==> src/rtl/segx_pkg.sv <==
package segx_pkg;

    localparam int LIN_W      = 32;
    localparam int OFF_W      = 32;
    localparam int SEL_W      = 16;
    localparam int DESC_W     = 64;
    localparam int IDX_W      = SEL_W - 3;
    localparam int LIM_W      = 20;
    localparam int DESC_BYTES = 8;
    localparam int DESC_SHIFT = $clog2(DESC_BYTES);
    localparam int GRAN_SHIFT = LIN_W - LIM_W;
    localparam int ATTR_W     = 12;

    typedef struct packed {
        logic [IDX_W-1:0] index;
        logic             local_tbl;
        logic [1:0]       rpl;
    } selector_t;

    typedef enum logic [1:0] {
        FLT_NONE   = 2'd0,
        FLT_NULL   = 2'd1,
        FLT_ABSENT = 2'd2,
        FLT_LIMIT  = 2'd3
    } fault_e;

    typedef enum logic [1:0] {
        ST_IDLE = 2'd0,
        ST_ASK  = 2'd1,
        ST_WAIT = 2'd2
    } state_e;

    typedef struct packed {
        logic [LIN_W-1:0]  base;
        logic [LIN_W-1:0]  eff_limit;
        logic              present;
        logic [ATTR_W-1:0] attr;
    } seg_info_t;

    typedef struct packed {
        fault_e            code;
        logic [LIN_W-1:0]  lin;
        logic [ATTR_W-1:0] attr;
        logic [1:0]        rpl;
    } result_t;

    function automatic logic [LIN_W-1:0] gather_base(input logic [DESC_W-1:0] d);
        return {d[63:56], d[39:16]};
    endfunction

    function automatic logic [LIM_W-1:0] gather_limit(input logic [DESC_W-1:0] d);
        return {d[51:48], d[15:0]};
    endfunction

    function automatic logic [LIN_W-1:0] scale_limit(input logic [LIM_W-1:0] raw,
                                                     input logic             gran);
        if (gran)
            return {raw, {GRAN_SHIFT{1'b1}}};
        return {{GRAN_SHIFT{1'b0}}, raw};
    endfunction

endpackage

==> src/rtl/segx_sel_decode.sv <==
module segx_sel_decode
    import segx_pkg::*;
(
    input  logic [SEL_W-1:0] selector,
    input  logic [LIN_W-1:0] gdt_base,
    input  logic [LIN_W-1:0] ldt_base,
    output logic [LIN_W-1:0] desc_addr,
    output logic             is_null,
    output logic [1:0]       rpl
);
    selector_t        sel;
    logic [LIN_W-1:0] tbl_base;
    logic [LIN_W-1:0] byte_off;

    always_comb begin
        sel       = selector_t'(selector);
        tbl_base  = sel.local_tbl ? ldt_base : gdt_base;
        byte_off  = LIN_W'(sel.index) << DESC_SHIFT;
        desc_addr = tbl_base + byte_off;
        is_null   = (sel.index == '0) && !sel.local_tbl;
        rpl       = sel.rpl;
    end
endmodule

==> src/rtl/segx_desc_unpack.sv <==
module segx_desc_unpack
    import segx_pkg::*;
(
    input  logic [DESC_W-1:0] desc,
    output seg_info_t         info
);
    logic [LIM_W-1:0] raw_limit;
    logic             gran;

    always_comb begin
        raw_limit      = gather_limit(desc);
        gran           = desc[55];
        info.base      = gather_base(desc);
        info.eff_limit = scale_limit(raw_limit, gran);
        info.present   = desc[47];
        info.attr      = {desc[55:52], desc[47:40]};
    end
endmodule

==> src/rtl/segx_limit_add.sv <==
module segx_limit_add
    import segx_pkg::*;
(
    input  seg_info_t        info,
    input  logic [OFF_W-1:0] offset,
    output fault_e           code,
    output logic [LIN_W-1:0] lin
);
    logic [LIN_W-1:0] sum;
    logic             over;

    always_comb begin
        sum  = info.base + LIN_W'(offset);
        over = LIN_W'(offset) > info.eff_limit;
        if (!info.present)
            code = FLT_ABSENT;
        else if (over)
            code = FLT_LIMIT;
        else
            code = FLT_NONE;
        lin = (code == FLT_NONE) ? sum : '0;
    end
endmodule

==> src/rtl/segx_translator.sv <==
module segx_translator
    import segx_pkg::*;
(
    input  logic                clk,
    input  logic                rst,
    input  logic                req_valid,
    output logic                req_ready,
    input  logic [SEL_W-1:0]    req_selector,
    input  logic [OFF_W-1:0]    req_offset,
    input  logic [LIN_W-1:0]    gdt_base,
    input  logic [LIN_W-1:0]    ldt_base,
    output logic                mem_req_valid,
    input  logic                mem_req_ready,
    output logic [LIN_W-1:0]    mem_req_addr,
    input  logic                mem_rsp_valid,
    input  logic [DESC_W-1:0]   mem_rsp_data,
    output logic                busy,
    output logic                done,
    output logic                fault,
    output logic [1:0]          fault_code,
    output logic [LIN_W-1:0]    lin_addr,
    output logic [ATTR_W-1:0]   seg_attr,
    output logic [1:0]          seg_rpl
);
    state_e           state;
    logic [LIN_W-1:0] addr_q;
    logic [OFF_W-1:0] offset_q;
    logic [1:0]       rpl_q;
    result_t          res_q;
    logic             done_q;

    logic [LIN_W-1:0] dec_addr;
    logic             dec_null;
    logic [1:0]       dec_rpl;
    seg_info_t        info;
    fault_e           chk_code;
    logic [LIN_W-1:0] chk_lin;
    logic             accept;

    segx_sel_decode u_dec (
        .selector  (req_selector),
        .gdt_base  (gdt_base),
        .ldt_base  (ldt_base),
        .desc_addr (dec_addr),
        .is_null   (dec_null),
        .rpl       (dec_rpl)
    );

    segx_desc_unpack u_unpack (
        .desc (mem_rsp_data),
        .info (info)
    );

    segx_limit_add u_check (
        .info   (info),
        .offset (offset_q),
        .code   (chk_code),
        .lin    (chk_lin)
    );

    assign accept = req_valid && (state == ST_IDLE);

    always_ff @(posedge clk) begin
        if (rst) begin
            state    <= ST_IDLE;
            addr_q   <= '0;
            offset_q <= '0;
            rpl_q    <= '0;
            done_q   <= 1'b0;
            res_q    <= '{code: FLT_NONE, lin: '0, attr: '0, rpl: '0};
        end else begin
            done_q <= 1'b0;
            case (state)
                ST_IDLE: begin
                    if (accept) begin
                        if (dec_null) begin
                            done_q <= 1'b1;
                            res_q  <= '{code: FLT_NULL, lin: '0, attr: '0, rpl: dec_rpl};
                        end else begin
                            addr_q   <= dec_addr;
                            offset_q <= req_offset;
                            rpl_q    <= dec_rpl;
                            state    <= ST_ASK;
                        end
                    end
                end
                ST_ASK: begin
                    if (mem_req_ready)
                        state <= ST_WAIT;
                end
                ST_WAIT: begin
                    if (mem_rsp_valid) begin
                        done_q <= 1'b1;
                        res_q  <= '{code: chk_code, lin: chk_lin, attr: info.attr, rpl: rpl_q};
                        state  <= ST_IDLE;
                    end
                end
                default: state <= ST_IDLE;
            endcase
        end
    end

    assign req_ready     = (state == ST_IDLE);
    assign busy          = (state != ST_IDLE);
    assign mem_req_valid = (state == ST_ASK);
    assign mem_req_addr  = addr_q;
    assign done          = done_q;
    assign fault_code    = res_q.code;
    assign fault         = (res_q.code != FLT_NONE);
    assign lin_addr      = res_q.lin;
    assign seg_attr      = res_q.attr;
    assign seg_rpl       = res_q.rpl;

    // address and valid hold while the memory stalls
    a_r2_req_hold: assert property (@(posedge clk) disable iff (rst)
        mem_req_valid && !mem_req_ready |=> mem_req_valid && $stable(mem_req_addr));

    // null selector finishes at once without a read
    a_r8_null_no_read: assert property (@(posedge clk) disable iff (rst)
        req_valid && req_ready && (req_selector[SEL_W-1:2] == '0)
        |=> done && (fault_code == FLT_NULL) && !mem_req_valid);

    // an accepted request is either in flight or finished next cycle
    a_r9_accept_tracked: assert property (@(posedge clk) disable iff (rst)
        req_valid && req_ready |=> busy || done);

    // results change only together with done
    a_r9_result_hold: assert property (@(posedge clk) disable iff (rst)
        done || ($stable(lin_addr) && $stable(fault_code) && $stable(seg_attr)));

    // a faulting result never carries an address
    a_r7_fault_no_addr: assert property (@(posedge clk) disable iff (rst)
        done && fault |-> lin_addr == '0);

endmodule

==> config.mk <==
export PLATFORM = sky130hd
export DESIGN_NAME = segx_translator
export DESIGN_NICKNAME = d
export VERILOG_FILES = /design/src/rtl/segx_pkg.sv /design/src/rtl/segx_sel_decode.sv /design/src/rtl/segx_desc_unpack.sv /design/src/rtl/segx_limit_add.sv /design/src/rtl/segx_translator.sv
export SDC_FILE = /design/constraint.sdc
export NUM_CORES = 1
export LEC_CHECK = 0
export ABC_CLOCK_PERIOD_IN_PS = 8500
export BUFFER_PORTS_ARGS = -buffer_cell sky130_fd_sc_hd__buf_2
export CAP_MARGIN = 20
export CORE_UTILIZATION = 35
export CTS_BUF_LIST = sky130_fd_sc_hd__clkbuf_8
export DETAILED_ROUTE_END_ITERATION = 8
export SYNTH_ARGS = -nofsm -noshare
export SYNTH_HDL_FRONTEND = slang
export SYNTH_HIERARCHICAL = 1
export SYNTH_SLANG_ARGS = --single-unit
==> constraint.sdc <==
create_clock -name clk -period 8.5 [get_ports clk]
set_input_delay 0.425 -clock clk [delete_from_list [all_inputs] [get_ports clk]]
set_output_delay 0.425 -clock clk [all_outputs]
set_load 0.02 [all_outputs]
==> results.py <==
metrics = {
    "cells_and_area": {
        "final_cells": 1593,
        "fin_util_pct": 42.26,
        "drive_above_1_share_pct": 30.23,
        "final_area_mm2": 0.01028,
        "final_cell_mix": "265 x buf_2, 157 x nand2_1, 140 x a21oi_1, 117 x dfxtp_1, 76 x ha_1",
        "final_common_cell": "buf_2",
        "layout.nets": 1514,
        "fillers": 2550,
        "syn2layout_area_growth_pct": 18.20,
    },
    "pwr": {
        "p_int_mw": 1.078,
        "p_seq_share_pct": 37.1,
        "p_switching_mw": 0.5353,
        "p_leak_nw": 4.894,
        "finalPower_mw": 1.613,
        "clkPwrFrac_pct": 34.8,
        "power.density_mw_per_mm2": 157.0,
        "p_sw_share_pct": 33.18,
        "vdd_drop_max_v": 0.00007098,
        "combinationalPowerShare_pct": 28.0,
    },
    "worst_setup_path": {
        "worstPathRequired_ns": 8.88,
        "arrival_ns": 3.61,
        "critPathLaunchType": "input pin",
        "cp_max_fo": 52,
        "path_cells": "buf_2, buf_4, mux2_2, ha_1, fa_1, a21o_1, a221oi_2, nor4_4, o21a_4, nor3b_2, xnor2_1, nand2_1, a21oi_1",
        "path_delay_family": "compound AO/OA/AOI/OAI gates",
        "r2r-end": "lin_addr[21]$_SDFFE_PP0P_",
        "crit_start": "req_selector[2]",
        "path_class": "in -> reg",
        "cp-end-kind": "register",
        "reg2reg_depth": 9,
        "cpMaxStageDelayCell": "buf_4",
        "cp_num_buf_inv": 2,
        "reg2reg_from": "offset_q[10]$_SDFFE_PP0P_",
        "path_depth": 13,
        "reg2reg_setup_slack_ns": 5.51,
        "endpoint": "mem_req_addr[29]$_SDFFE_PP0P_",
        "slowest_delay_ns": 0.48,
    },
    "clock_tree": {
        "cts_buffers": 17,
        "ctsHoldBuffers": 0,
        "cts.repair.resized": 0,
        "insertion_delay_ns": 0.46,
        "clock_path_buffers": 2,
        "post_cts_buffers": 0,
        "cts_htree_levels": 4,
        "cts-root-buf": "clkbuf_8",
        "numClockSinks": 117,
        "cts_tree": "done",
        "clk_pin_slew_ns": 0.07,
    },
    "sta": {
        "skew_ns": 0.01481,
        "max_freq_mhz": 309.1,
        "hold_violations": 0,
        "tightest_slew_ns": 0.9616,
        "finalCritPeriodShare_pct": 38.06,
        "tns_ns": 0,
        "final-max-slew-violation-count": 0,
        "finalCriticalPeriod_ns": 3.235,
        "slew_headroom_pct": 35.30,
        "setup_viol": 0,
        "whs_ns": 0.1835,
        "fin_ws_ns": 5.265,
        "rsz0062_at_grt": "false",
    },
    "die": {
        "dieHeight_um": 159.6,
        "die_area_mm2": 0.02548,
        "fp.dieW_um": 159.6,
        "start_util_pct": 35.76,
        "io_pins": 266,
        "row_count": 57,
        "core_mm2": 0.02432,
    },
    "synthesis": {
        "synth.avg_cell_area_um2": 8.204,
        "synth_cell_types": 81,
        "synth_edf_count": 0,
        "async_reset_ff_share_pct": 0,
        "syn-num-nets": 1319,
        "ys_seq_area_share_pct": 26.94,
        "synth_seq_cells": 117,
        "netlist_area_mm2": 0.008696,
        "yosys_warnings": 6,
        "synthFlopType": "dfxtp_1",
        "syn_inst": 1060,
    },
    "global_routing": {
        "grt_pass1_vias": 7824,
        "antenna_found_initial": 3,
        "grt_use_met1_pct": 25.75,
        "grt_usage_pct": 20.53,
        "met2_usage_pct": 33.84,
        "globalRouteOverflowTotal": 0,
        "busiest_layer": "met2",
        "grt_use_met3_pct": 5.325,
        "grt_pass1_wl_um": 41260,
        "grt_max_degree": 75,
    },
    "routing": {
        "ant_nets": 0,
        "route.detailed.wl_per_inst_um": 16.41,
        "dr_total_vias": 8134,
        "routed_wl_um": 26140,
        "via_per_inst": 5.106,
        "firstDrtPassIters": 5,
        "drc": 0,
        "drt_iter0_markers": 397,
    },
    "run": {
        "max_cap_violations": 0,
    },
    "min_path": {
        "hold_depth": 2,
        "hold_path.class": "in -> reg",
    },
    "placed_design": {
        "placed_cell_area_mm2": 0.009856,
        "io_buffer_count": 265,
        "dp_slack_ns": 4.798,
        "dp_cells": 1560,
        "dp_hpwl_um": 20000,
        "gp_congestion": 0.8912,
    },
    "outcome": {
        "outcome": "finished, final reports clean",
    },
}
-- sequential cells by signal, indices dropped and copies added (netlist names) --
| name | cells |
|---|---|
| lin_addr | 32 |
| mem_req_addr | 32 |
| offset_q | 32 |
| seg_attr | 12 |
| fault_code | 2 |
| rpl_q | 2 |
| seg_rpl | 2 |
| state | 2 |
| done | 1 |
-- synthesized netlist by cell type (3+ instances only) --
master	instances	area, µm²
nand2b_1	3	18.77
mux2_4	6	90.09
and3_1	7	43.79
dfxtp_1	117	2342
o211ai_1	8	60.06
nand2_2	11	68.82
nand3_1	19	95.09
nor2_1	43	161.4
nor3b_2	5	62.56
buf_6	8	90.09
mux2i_1	8	80.08
a31oi_1	5	31.28
buf_2	13	65.06
o21bai_1	3	22.52
a22o_1	45	394.1
nand2_1	157	589.3
buf_4	52	390.4
o21ai_0	20	100.1
ha_1	76	950.9
and2_1	16	100.1
or4_1	3	22.52
nand4_1	16	100.1
a21o_1	26	195.2
a32o_1	5	50.05
xnor2_1	23	201.4
nor4_1	4	25.02
o21a_1	3	22.52
nor3_1	9	45.04
mux2_2	20	225.2
a211oi_1	10	75.07
clkbuf_2	3	15.01
xor2_1	27	236.5
inv_1	41	153.9
nor2b_1	11	68.82
or2_2	16	100.1
clkbuf_1	17	63.81
a21oi_1	140	700.7
and4_1	5	43.79
o21ai_1	4	20.02
-- power groups by stage --
stage,registers (mW),clock network [mW],logic [mW]
5_1_grt,0.603,0.606,0.503
3_3_place_gp,0.611,0,0.446
2_1_floorplan,0.623,0,0.316
3_5_place_dp,0.612,0,0.450
4_1_cts,0.599,0.580,0.453
6_report,0.599,0.562,0.452
-- worst min path at each step --
| stage | end | start | slack (ns) |
|---|---|---|---|
| floorplan | rpl_q[0]$_SDFFE_PP0P_ | rpl_q[0]$_SDFFE_PP0P_ | 0.43 |
| global placement | mem_req_addr[23]$_SDFFE_PP0P_ | mem_req_addr[23]$_SDFFE_PP0P_ | 0.44 |
| detailed placement | rpl_q[1]$_SDFFE_PP0P_ | rpl_q[1]$_SDFFE_PP0P_ | 0.44 |
| CTS | seg_attr[3]$_SDFFE_PP0P_ | mem_rsp_data[43] | 0.16 |
| global route | seg_attr[6]$_SDFFE_PP0P_ | mem_rsp_data[46] | 0.17 |
| finish | seg_attr[1]$_SDFFE_PP0P_ | mem_rsp_data[41] | 0.18 |
-- logic make-up (layout without fill, tap and decap cells) --
group | after synthesis | after routing | share of synthesized area, %
buf+inv | 137 | 344 | 9.079
fa+ha+maj | 78 | 78 | 11.40
mux | 34 | 34 | 4.547
other cells | 0 | 2 | 0
flops | 117 | 117 | 26.94
compound gates | 294 | 294 | 22.04
xor+xnor | 50 | 50 | 5.036
simple gates | 350 | 350 | 20.96
-- area by class of cell --
type | count | area, µm² | area share, %
Multi-Input combinational cell | 806 | 5579 | 54.28
Clock buffer | 21 | 289.0 | 2.812
Antenna cell | 2 | 5.005 | 0.04869
Sequential cell | 117 | 2342 | 22.79
Timing Repair Buffer | 271 | 1371 | 13.34
Inverter | 42 | 157.7 | 1.534
Tap cell | 324 | 405.4 | 3.944
Clock inverter | 10 | 128.9 | 1.254
-- per-layer routing --
metal	up-vias	share of wire (%)
met2	280	46
met1	3696	45
met5	-	0
met4	0	2.2
met3	32	6.8
li1	4126	-
No activity file was read; power rests on OpenSTA's default activity.
